`src/rtl/fu_gate_pkg.sv`:
```
package fu_gate_pkg;
    localparam int ISSUE_MAX = 4;
    localparam int READY_W   = 3;

    function automatic logic [READY_W-1:0] clamp_ready(input logic [READY_W-1:0] v);
        return (v > READY_W'(ISSUE_MAX)) ? READY_W'(ISSUE_MAX) : v;
    endfunction
endpackage

```
`src/rtl/fu_ready_window.sv`:
```
module fu_ready_window
    import fu_gate_pkg::*;
#(
    parameter int SAMPLE_STRIDE = 4,
    parameter int NUM_SAMPLES   = 128,
    parameter int SUM_W         = 10
) (
    input  logic               clk,
    input  logic               rst,
    input  logic [READY_W-1:0] ready_cnt,
    output logic [SUM_W-1:0]   win_sum
);
    localparam int PH_W  = (SAMPLE_STRIDE > 1) ? $clog2(SAMPLE_STRIDE) : 1;
    localparam int CNT_W = (NUM_SAMPLES > 1) ? $clog2(NUM_SAMPLES) : 1;

    typedef struct packed {
        logic [PH_W-1:0]  phase;
        logic [CNT_W-1:0] cnt;
        logic [SUM_W-1:0] acc;
        logic [SUM_W-1:0] hist;
    } win_t;

    win_t win_d, win_q;
    logic [SUM_W-1:0] addend;

    always_comb begin
        win_d  = win_q;
        addend = SUM_W'(clamp_ready(ready_cnt));
        win_d.phase = (win_q.phase == PH_W'(SAMPLE_STRIDE - 1)) ? '0 : win_q.phase + PH_W'(1);
        if (win_q.phase == '0) begin
            if (win_q.cnt == CNT_W'(NUM_SAMPLES - 1)) begin
                win_d.hist = win_q.acc + addend;
                win_d.acc  = '0;
                win_d.cnt  = '0;
            end else begin
                win_d.acc  = win_q.acc + addend;
                win_d.cnt  = win_q.cnt + CNT_W'(1);
            end
        end
    end

    always_ff @(posedge clk) begin
        if (rst) win_q <= '0;
        else     win_q <= win_d;
    end

    assign win_sum = win_q.hist;

    // Partial sum never grows past (samples-1) saturated samples
    p_acc_bound_r3: assert property (@(posedge clk) disable iff (rst)
        win_q.acc <= SUM_W'((NUM_SAMPLES - 1) * ISSUE_MAX));

    // Accumulator moves only after a sampling-phase edge
    p_sample_phase_r4: assert property (@(posedge clk) disable iff (rst)
        !$stable(win_q.acc) |-> $past(win_q.phase) == '0);

    // Held sum changes only when a window closes
    p_hist_update_r5: assert property (@(posedge clk) disable iff (rst)
        !$stable(win_q.hist) |-> win_q.cnt == '0);
endmodule

```
`src/rtl/fu_epoch_timer.sv`:
```
module fu_epoch_timer #(
    parameter int EPOCH_CYCLES = 10000
) (
    input  logic clk,
    input  logic rst,
    output logic tick
);
    localparam int EP_W = (EPOCH_CYCLES > 1) ? $clog2(EPOCH_CYCLES) : 1;

    logic [EP_W-1:0] ep_d, ep_q;

    always_comb begin
        tick = (ep_q == EP_W'(EPOCH_CYCLES - 1));
        ep_d = tick ? '0 : ep_q + EP_W'(1);
    end

    always_ff @(posedge clk) begin
        if (rst) ep_q <= '0;
        else     ep_q <= ep_d;
    end

    // Ticks are isolated single cycles
    p_tick_isolated_r2: assert property (@(posedge clk) disable iff (rst)
        tick |=> !tick);
endmodule

```
`src/rtl/fu_leak_rank.sv`:
```
module fu_leak_rank #(
    parameter int NUM_ALU  = 4,
    parameter int SENSOR_W = 8,
    localparam int KW      = $clog2(NUM_ALU + 1)
) (
    input  logic [NUM_ALU*SENSOR_W-1:0] leak_sense,
    input  logic [KW-1:0]               gate_n,
    output logic [NUM_ALU-1:0]          keep_mask
);
    for (genvar i = 0; i < NUM_ALU; i++) begin : g_alu
        logic [KW-1:0] beaten_by;
        logic [SENSOR_W-1:0] mine;
        always_comb begin
            mine      = leak_sense[i*SENSOR_W +: SENSOR_W];
            beaten_by = '0;
            for (int j = 0; j < NUM_ALU; j++) begin
                if (j != i) begin
                    if ((leak_sense[j*SENSOR_W +: SENSOR_W] > mine) ||
                        ((leak_sense[j*SENSOR_W +: SENSOR_W] == mine) && (j > i)))
                        beaten_by = beaten_by + KW'(1);
                end
            end
            keep_mask[i] = (beaten_by >= gate_n);
        end
    end

    // Ranks form a permutation, so exactly NUM_ALU-gate_n stay on
    always_comb begin
        p_rank_count_r7: assert ($countones(keep_mask) == NUM_ALU - int'(gate_n) || gate_n > KW'(NUM_ALU));
    end
endmodule

```
`src/rtl/fu_gate_ctrl.sv`:
```
module fu_gate_ctrl
    import fu_gate_pkg::*;
#(
    parameter int NUM_ALU       = 4,
    parameter int SENSOR_W      = 8,
    parameter int SAMPLE_STRIDE = 4,
    parameter int NUM_SAMPLES   = 128,
    parameter int EPOCH_CYCLES  = 10000,
    localparam int SUM_W        = $clog2(NUM_SAMPLES * ISSUE_MAX + 1)
) (
    input  logic                           clk,
    input  logic                           rst,
    input  logic [READY_W-1:0]             ready_cnt,
    input  logic [NUM_ALU*SENSOR_W-1:0]    leak_sense,
    input  logic [(NUM_ALU-1)*SUM_W-1:0]   thresh,
    output logic [NUM_ALU-1:0]             alu_en,
    output logic                           decision_valid
);
    localparam int KW = $clog2(NUM_ALU + 1);

    typedef struct packed {
        logic [NUM_ALU-1:0] en;
        logic               valid;
    } ctl_t;

    ctl_t ctl_d, ctl_q;
    logic [SUM_W-1:0]   win_sum;
    logic               tick;
    logic [KW-1:0]      keep;
    logic [KW-1:0]      gate_n;
    logic [NUM_ALU-1:0] keep_mask;

    fu_ready_window #(
        .SAMPLE_STRIDE(SAMPLE_STRIDE),
        .NUM_SAMPLES  (NUM_SAMPLES),
        .SUM_W        (SUM_W)
    ) u_window (
        .clk      (clk),
        .rst      (rst),
        .ready_cnt(ready_cnt),
        .win_sum  (win_sum)
    );

    fu_epoch_timer #(
        .EPOCH_CYCLES(EPOCH_CYCLES)
    ) u_epoch (
        .clk (clk),
        .rst (rst),
        .tick(tick)
    );

    fu_leak_rank #(
        .NUM_ALU (NUM_ALU),
        .SENSOR_W(SENSOR_W)
    ) u_rank (
        .leak_sense(leak_sense),
        .gate_n    (gate_n),
        .keep_mask (keep_mask)
    );

    always_comb begin
        keep = KW'(1);
        for (int k = 0; k < NUM_ALU - 1; k++) begin
            if (win_sum > thresh[k*SUM_W +: SUM_W]) keep = keep + KW'(1);
        end
        gate_n = KW'(NUM_ALU) - keep;

        ctl_d       = ctl_q;
        ctl_d.valid = tick;
        if (tick) ctl_d.en = keep_mask;
    end

    always_ff @(posedge clk) begin
        if (rst) begin
            ctl_q.en    <= '1;
            ctl_q.valid <= 1'b0;
        end else begin
            ctl_q <= ctl_d;
        end
    end

    assign alu_en         = ctl_q.en;
    assign decision_valid = ctl_q.valid;

    // Enables move only alongside the decision pulse
    p_en_hold_r2: assert property (@(posedge clk) disable iff (rst)
        !$stable(ctl_q.en) |-> ctl_q.valid);

    // Decision pulse lasts one cycle
    p_valid_single_r2: assert property (@(posedge clk) disable iff (rst)
        ctl_q.valid |=> !ctl_q.valid);

    // Powered count after a decision equals the threshold-derived keep count
    p_keep_count_r6: assert property (@(posedge clk) disable iff (rst)
        ctl_q.valid |-> $countones(ctl_q.en) == int'($past(keep)));

    // Never all ALUs off
    p_one_on_r8: assert property (@(posedge clk) disable iff (rst)
        ctl_q.en != '0);
endmodule

```
`config.mk`:
```
export PLATFORM = sky130hd
export DESIGN_NAME = fu_gate_ctrl
export DESIGN_NICKNAME = d
export VERILOG_FILES = /design/src/rtl/fu_gate_pkg.sv /design/src/rtl/fu_ready_window.sv /design/src/rtl/fu_epoch_timer.sv /design/src/rtl/fu_leak_rank.sv /design/src/rtl/fu_gate_ctrl.sv
export SDC_FILE = /design/constraint.sdc
export NUM_CORES = 1
export LEC_CHECK = 0
export BUFFER_PORTS_ARGS = -buffer_cell sky130_fd_sc_hd__buf_4
export CAP_MARGIN = 40
export CORE_UTILIZATION = 55
export DETAILED_ROUTE_END_ITERATION = 12
export GPL_TIMING_DRIVEN = 0
export PLACE_DENSITY = 0.86
export RECOVER_POWER = 50
export SYNTH_ARGS = -nofsm -noshare
export SYNTH_HDL_FRONTEND = slang
export SYNTH_SLANG_ARGS = --single-unit
```
`constraint.sdc`:
```
create_clock -name clk -period 3.82 [get_ports clk]
set_input_delay 0.191 -clock clk [delete_from_list [all_inputs] [get_ports clk]]
set_output_delay 0.191 -clock clk [all_outputs]
set_load 0.03 [all_outputs]
```
# Word level (Yosys, flattened, before mapping)
# Cells that the tools add are included.
# op_classes
muxes	17
add_sub_neg	15
n_reduce_logical	10
order_cmp	20
eq_ne	9
# op_table
op	count
$gt A8 B8 Y1	12
$eq A8 B8 Y1	6
$mux W3	11
$add A3 B1 Y3 const B	10
$gt A10 B10 Y1	3
$mux W17	1
$add A14 B1 Y14 const B	1
$eq A14 B14 Y1 const B	1
$ge A3 B3 Y1	4
$add A10 B3 Y10	1
$add A7 B1 Y7 const B	1
$eq A7 B7 Y1 const B	1
$logic_or A1 B1 Y1	6
$mux W1	4
$reduce_or A2 Y1	2
$gt A3 B3 Y1 const B	1
$sub A3 B3 Y3 const A	1
$add A2 B1 Y2 const B	1
$eq A2 B2 Y1 const B	1
$logic_not A2 Y1	1
$mux W2	1
$reduce_and A2 Y1	1
# totals
register_bits	48
inputBits	67

# Logic depth before layout (Yosys ltp)
# depth
word_depth	8
mapped_depth	19

# Modules after synthesis
# A second synthesis with hierarchy kept.
# unflattened
cells_unflattened	559
hier_area_um2	4728.3
# modules_own_cells
module	area_per_inst_um2	n_inst	seq_area_each_um2	cells_each
fu_leak_rank	1630.3	1	0.0	198
fu_ready_window	1445.1	1	580.6	158
fu_gate_ctrl	1042.2	1	100.1	133
fu_epoch_timer	610.6	1	280.3	70

# Least setup slack after synthesis
# OpenSTA, ideal clock, no wires.
# synth_path
path_kind	reg-to-reg
from	register u_window.win_q (netlist bit u_window.win_sum[7])
to	register ctl_q (netlist bit alu_en[0])
stages_incl_launch_ff	17
path_slack_ps	758
t_arrival_ps	2941
required_time_ps	3699
period_less_slack_ps	3062
setup_ps	121
cell_sequence	dfxtp_1 -> ha_1 -> a21o_1 -> a21o_1 -> a221oi_1 -> o21ai_0 -> nand2_1 -> inv_1 -> ha_1 -> nor3b_1 -> o31ai_4 -> a21bo_2 -> ha_1 -> xor2_2 -> ha_1 -> o21ai_0 -> o21ai_1
# synth_via
elab_chain_len	8
# synth_rtl
element	line	rtl
start, declared	fu_ready_window.sv:23	win_t win_d, win_q;
start signal, assigned	fu_ready_window.sv:44	else win_q <= win_d;
$gt A10 B10 Y1	fu_gate_ctrl.sv:64	if (win_sum > thresh[k*SUM_W +: SUM_W]) keep = keep + KW'(1);
$mux W2	fu_gate_ctrl.sv:64	
$add A3 B1 Y3	fu_gate_ctrl.sv:64	
$mux W3	fu_gate_ctrl.sv:64	
$add A3 B1 Y3	fu_gate_ctrl.sv:64	
$mux W3 *	fu_gate_ctrl.sv:64	
$sub A3 B3 Y3 *	fu_gate_ctrl.sv:66	gate_n = KW'(NUM_ALU) - keep;
$ge A3 B3 Y1 *	fu_leak_rank.sv:23	keep_mask[i] = (beaten_by >= gate_n);
end signal, assigned	fu_gate_ctrl.sv:78	ctl_q <= ctl_d;
end, declared	fu_gate_ctrl.sv:26	ctl_t ctl_d, ctl_q;
# Every way passes the cells marked *; elsewhere a longest branch is shown, timed or not.
# A chain may end at the register's enable or synchronous reset.

# Final worst setup path
# layout_path
from	register u_window.win_q (netlist bit u_window.win_sum[7])
to	register ctl_q (netlist bit alu_en[2])
# The elaborated chain is that of the path after synthesis.

==> out/results.ini <==
[grt]
grt_usage_pct = 24.5
use_met1_pct = 28.2
grt_overflow = 0
grt_use_met2_pct = 47.3
met3_usage_pct = 2.85
grt_max_degree = 14
grt.busiest_layer = met2
grt_first_pass_wirelength_mm = 17.4
grt_pass1_vias = 4107
grt_antenna_before_repair = 0

[sta]
fmax_ghz = 0.286
fin_crit_ps = 3500
slew_violations = 0
setup-tns-final_ps = 0
setup_viol = 0
min_period_over_period_pct = 91.5
slew_headroom_pct = 68.7
rsz0062_at_grt = false
fin_worst_skew_ps = 3.56
hold_violations = 0
worst_pin_slew_ps = 469

[synth]
syn-cell-area_um2 = 4580
syn_nets = 721
netlist.area_leader.share_pct = 27.9
synth.distinct_cells = 57
avgSynthCellArea_um2 = 8.33
synth_commonest_cells = ha_1, inv_1, nor2_1
synthMostInstantiatedCell = ha_1
seq_area_frac_synth_pct = 21.0
synth_area_leader_cell = ha_1
ys_ff_latch = 48
synthFlopType = dfxtp_1
async_flop_share_pct = 0
synth_edf_count = 0
synthCells = 550
synth_area_leaders = ha_1, dfxtp_1, inv_1, nor2_1, a21oi_1
yosys_warnings = 0

[setup_path]
worstSetupEndpointType = flip-flop
crit_path_start_kind = flip-flop
crit_end = alu_en[2]
crit_required_ps = 4010
path_cells = ha_1 > a21o_1 > a21o_1 > a221oi_1 > o21ai_0 > nand2_1 > fa_1 > ha_1 > nor2b_1 > nor2_1 > a21oi_1 > mux2i_1 > o32a_1
reg2reg_slack_ps = 320
r2r-end = alu_en[2]
arrival_ps = 3690
cp_num_buf_inv = 0
path_class = flip-flop to flip-flop
critPathMaxStageDelay_ps = 540
worst-path-max-fanout = 5
cp_top_family = compound AO/OA/AOI/OAI gates
r2r-start = u_window.win_sum[7]
rr_worst_depth = 13
worst_setup_path_startpoint = u_window.win_sum[7]
crit_slowest_cell = fa_1
worstSetupPathDepth = 13

[placement]
port_buffers = 71
dp_hpwl_mm = 8.74
place_congestion = 0.865

[floorplan]
start_util_pct = 58.1
die-height_um = 93.3
die_area_um2 = 8700
io_pins = 72
die_w_um = 93.3
coreArea_um2 = 7890
fp-row-count = 32

[route]
vias = 4023
dr.pass1.iters = 5
drt-vias-per-instance = 5.51
final_antenna_net_count = 0
routed_wl_mm = 10.3
wl_per_cell_um = 14.1
route.detailed.drc = 0
drtIter0Drc = 155

[hold_path]
min_path_type = input port to flip-flop

[clock_tree]
hold_buffers = 0
clkTransAtPathRegs_ps = 80
post_cts.repair.setup_buffers = 0
cts_tree = done
cts_inserted_buffers = 5
cts_sinks = 48
clockBufferDepth = 2
htree_levels = 2
cts_root_buf = clkbuf_8
clock_latency_ps = 300
cts_resized = 0

[cells_and_area]
antennaDiodeCount = 0
nets = 799
area_growth_pct = 15.2
drive_gt1_share_pct = 14.8
fill_cells = 611

[power]
power_mw = 1.25
powerDensity_nw_per_um2 = 238
cellLeakagePower_nw = 2.70
peakVddDrop_v = 0.000306

[job]
max_cap_viol_count = 0

[status]
status = complete, no violations

## layout by cell type (no fill, tap or decap), types with 10 or more instances in the layout
cell and n:
clkbuf_1 13, buf_4 66, o21ai_0 18, nand3_1 21
ha_1 102, a21o_1 18, xnor2_1 14, a21oi_1 35
nor2_1 51, nor3_1 10, dfxtp_1 48, xor2_1 14
and3_1 10, nand2_1 25, nand4_1 15, inv_1 72
nor2b_1 11
## kinds of logic after synthesis
kind of cell | after synthesis | synth area share, %
adders and majority gates | 106 | 29.2
and+or+nand+nor | 164 | 18.2
AOI/OAI and AO/OA | 113 | 16.9
xor gates and xnor gates | 29 | 5.71
DFF | 48 | 21.0
buffers and inverters | 81 | 7.02
muxes | 9 | 1.97
## sequential cells by signal, summed over array words and instances (netlist names)
register / count
u_window.win_q: 19
u_epoch.ep_q: 14
u_window.win_sum: 10
alu_en: 4
decision_valid: 1
## routing by layer
metal	wire length, µm	up-vias
li1	-	2063
met1	4460	1854
met2	5350	93
met3	363	13
met4	130	0
met5	0	-
## power by group
part	internal, mW	switching [mW]
sequential	0.515	0.0118
combinational	0.214	0.232
clock	0.125	0.157
total	0.853	0.401
## stage by stage
step,setup WS (ps),cell area [µm²],std cells,utilization [%],hold WS (ps)
6_report,325,5280,730,66.9,110
5_1_grt,146,5280,730,66.9,120
4_1_cts,349,5320,730,67.4,106
3_5_place_dp,370,5240,723,66.5,426
3_3_place_gp,530,5240,723,66.5,413
2_1_floorplan,758,4580,550,-,270
## worst min-delay path by stage
stage	from	to	slack, ps	depth (start not counted)
after floorplan	rst	u_window.win_q[23]	270	1
after global placement	rst	u_window.win_q[23]	410	2
after detailed placement	rst	u_window.win_q[23]	430	2
after CTS	rst	u_window.win_q[23]	110	2
after global routing	rst	u_window.win_q[23]	120	2
final	rst	u_window.win_q[23]	110	2
## worst register-to-register path: stages, from the launching register on
cell	delay, ps
dfxtp_1	450
ha_1	290
a21o_1	180
a21o_1	180
a221oi_1	330
o21ai_0	140
nand2_1	160
fa_1	540
ha_1	340
nor2b_1	200
nor2_1	80
a21oi_1	120
mux2i_1	100
o32a_1	290
## final cells by class
cell class                 count  area, µm²  area share [%]
clock inverter                 1       5.00          0.0948
clock buffer                   6       72.6            1.37
buffer                         9       35.0           0.664
sequential                    48        961            18.2
multi-input combinational    421       3290            62.4
inverter                      72        270            5.12
tap                          102        128            2.42
timing repair buffer          71        514            9.74
Note: power is estimated with default switching activity, not from simulation.
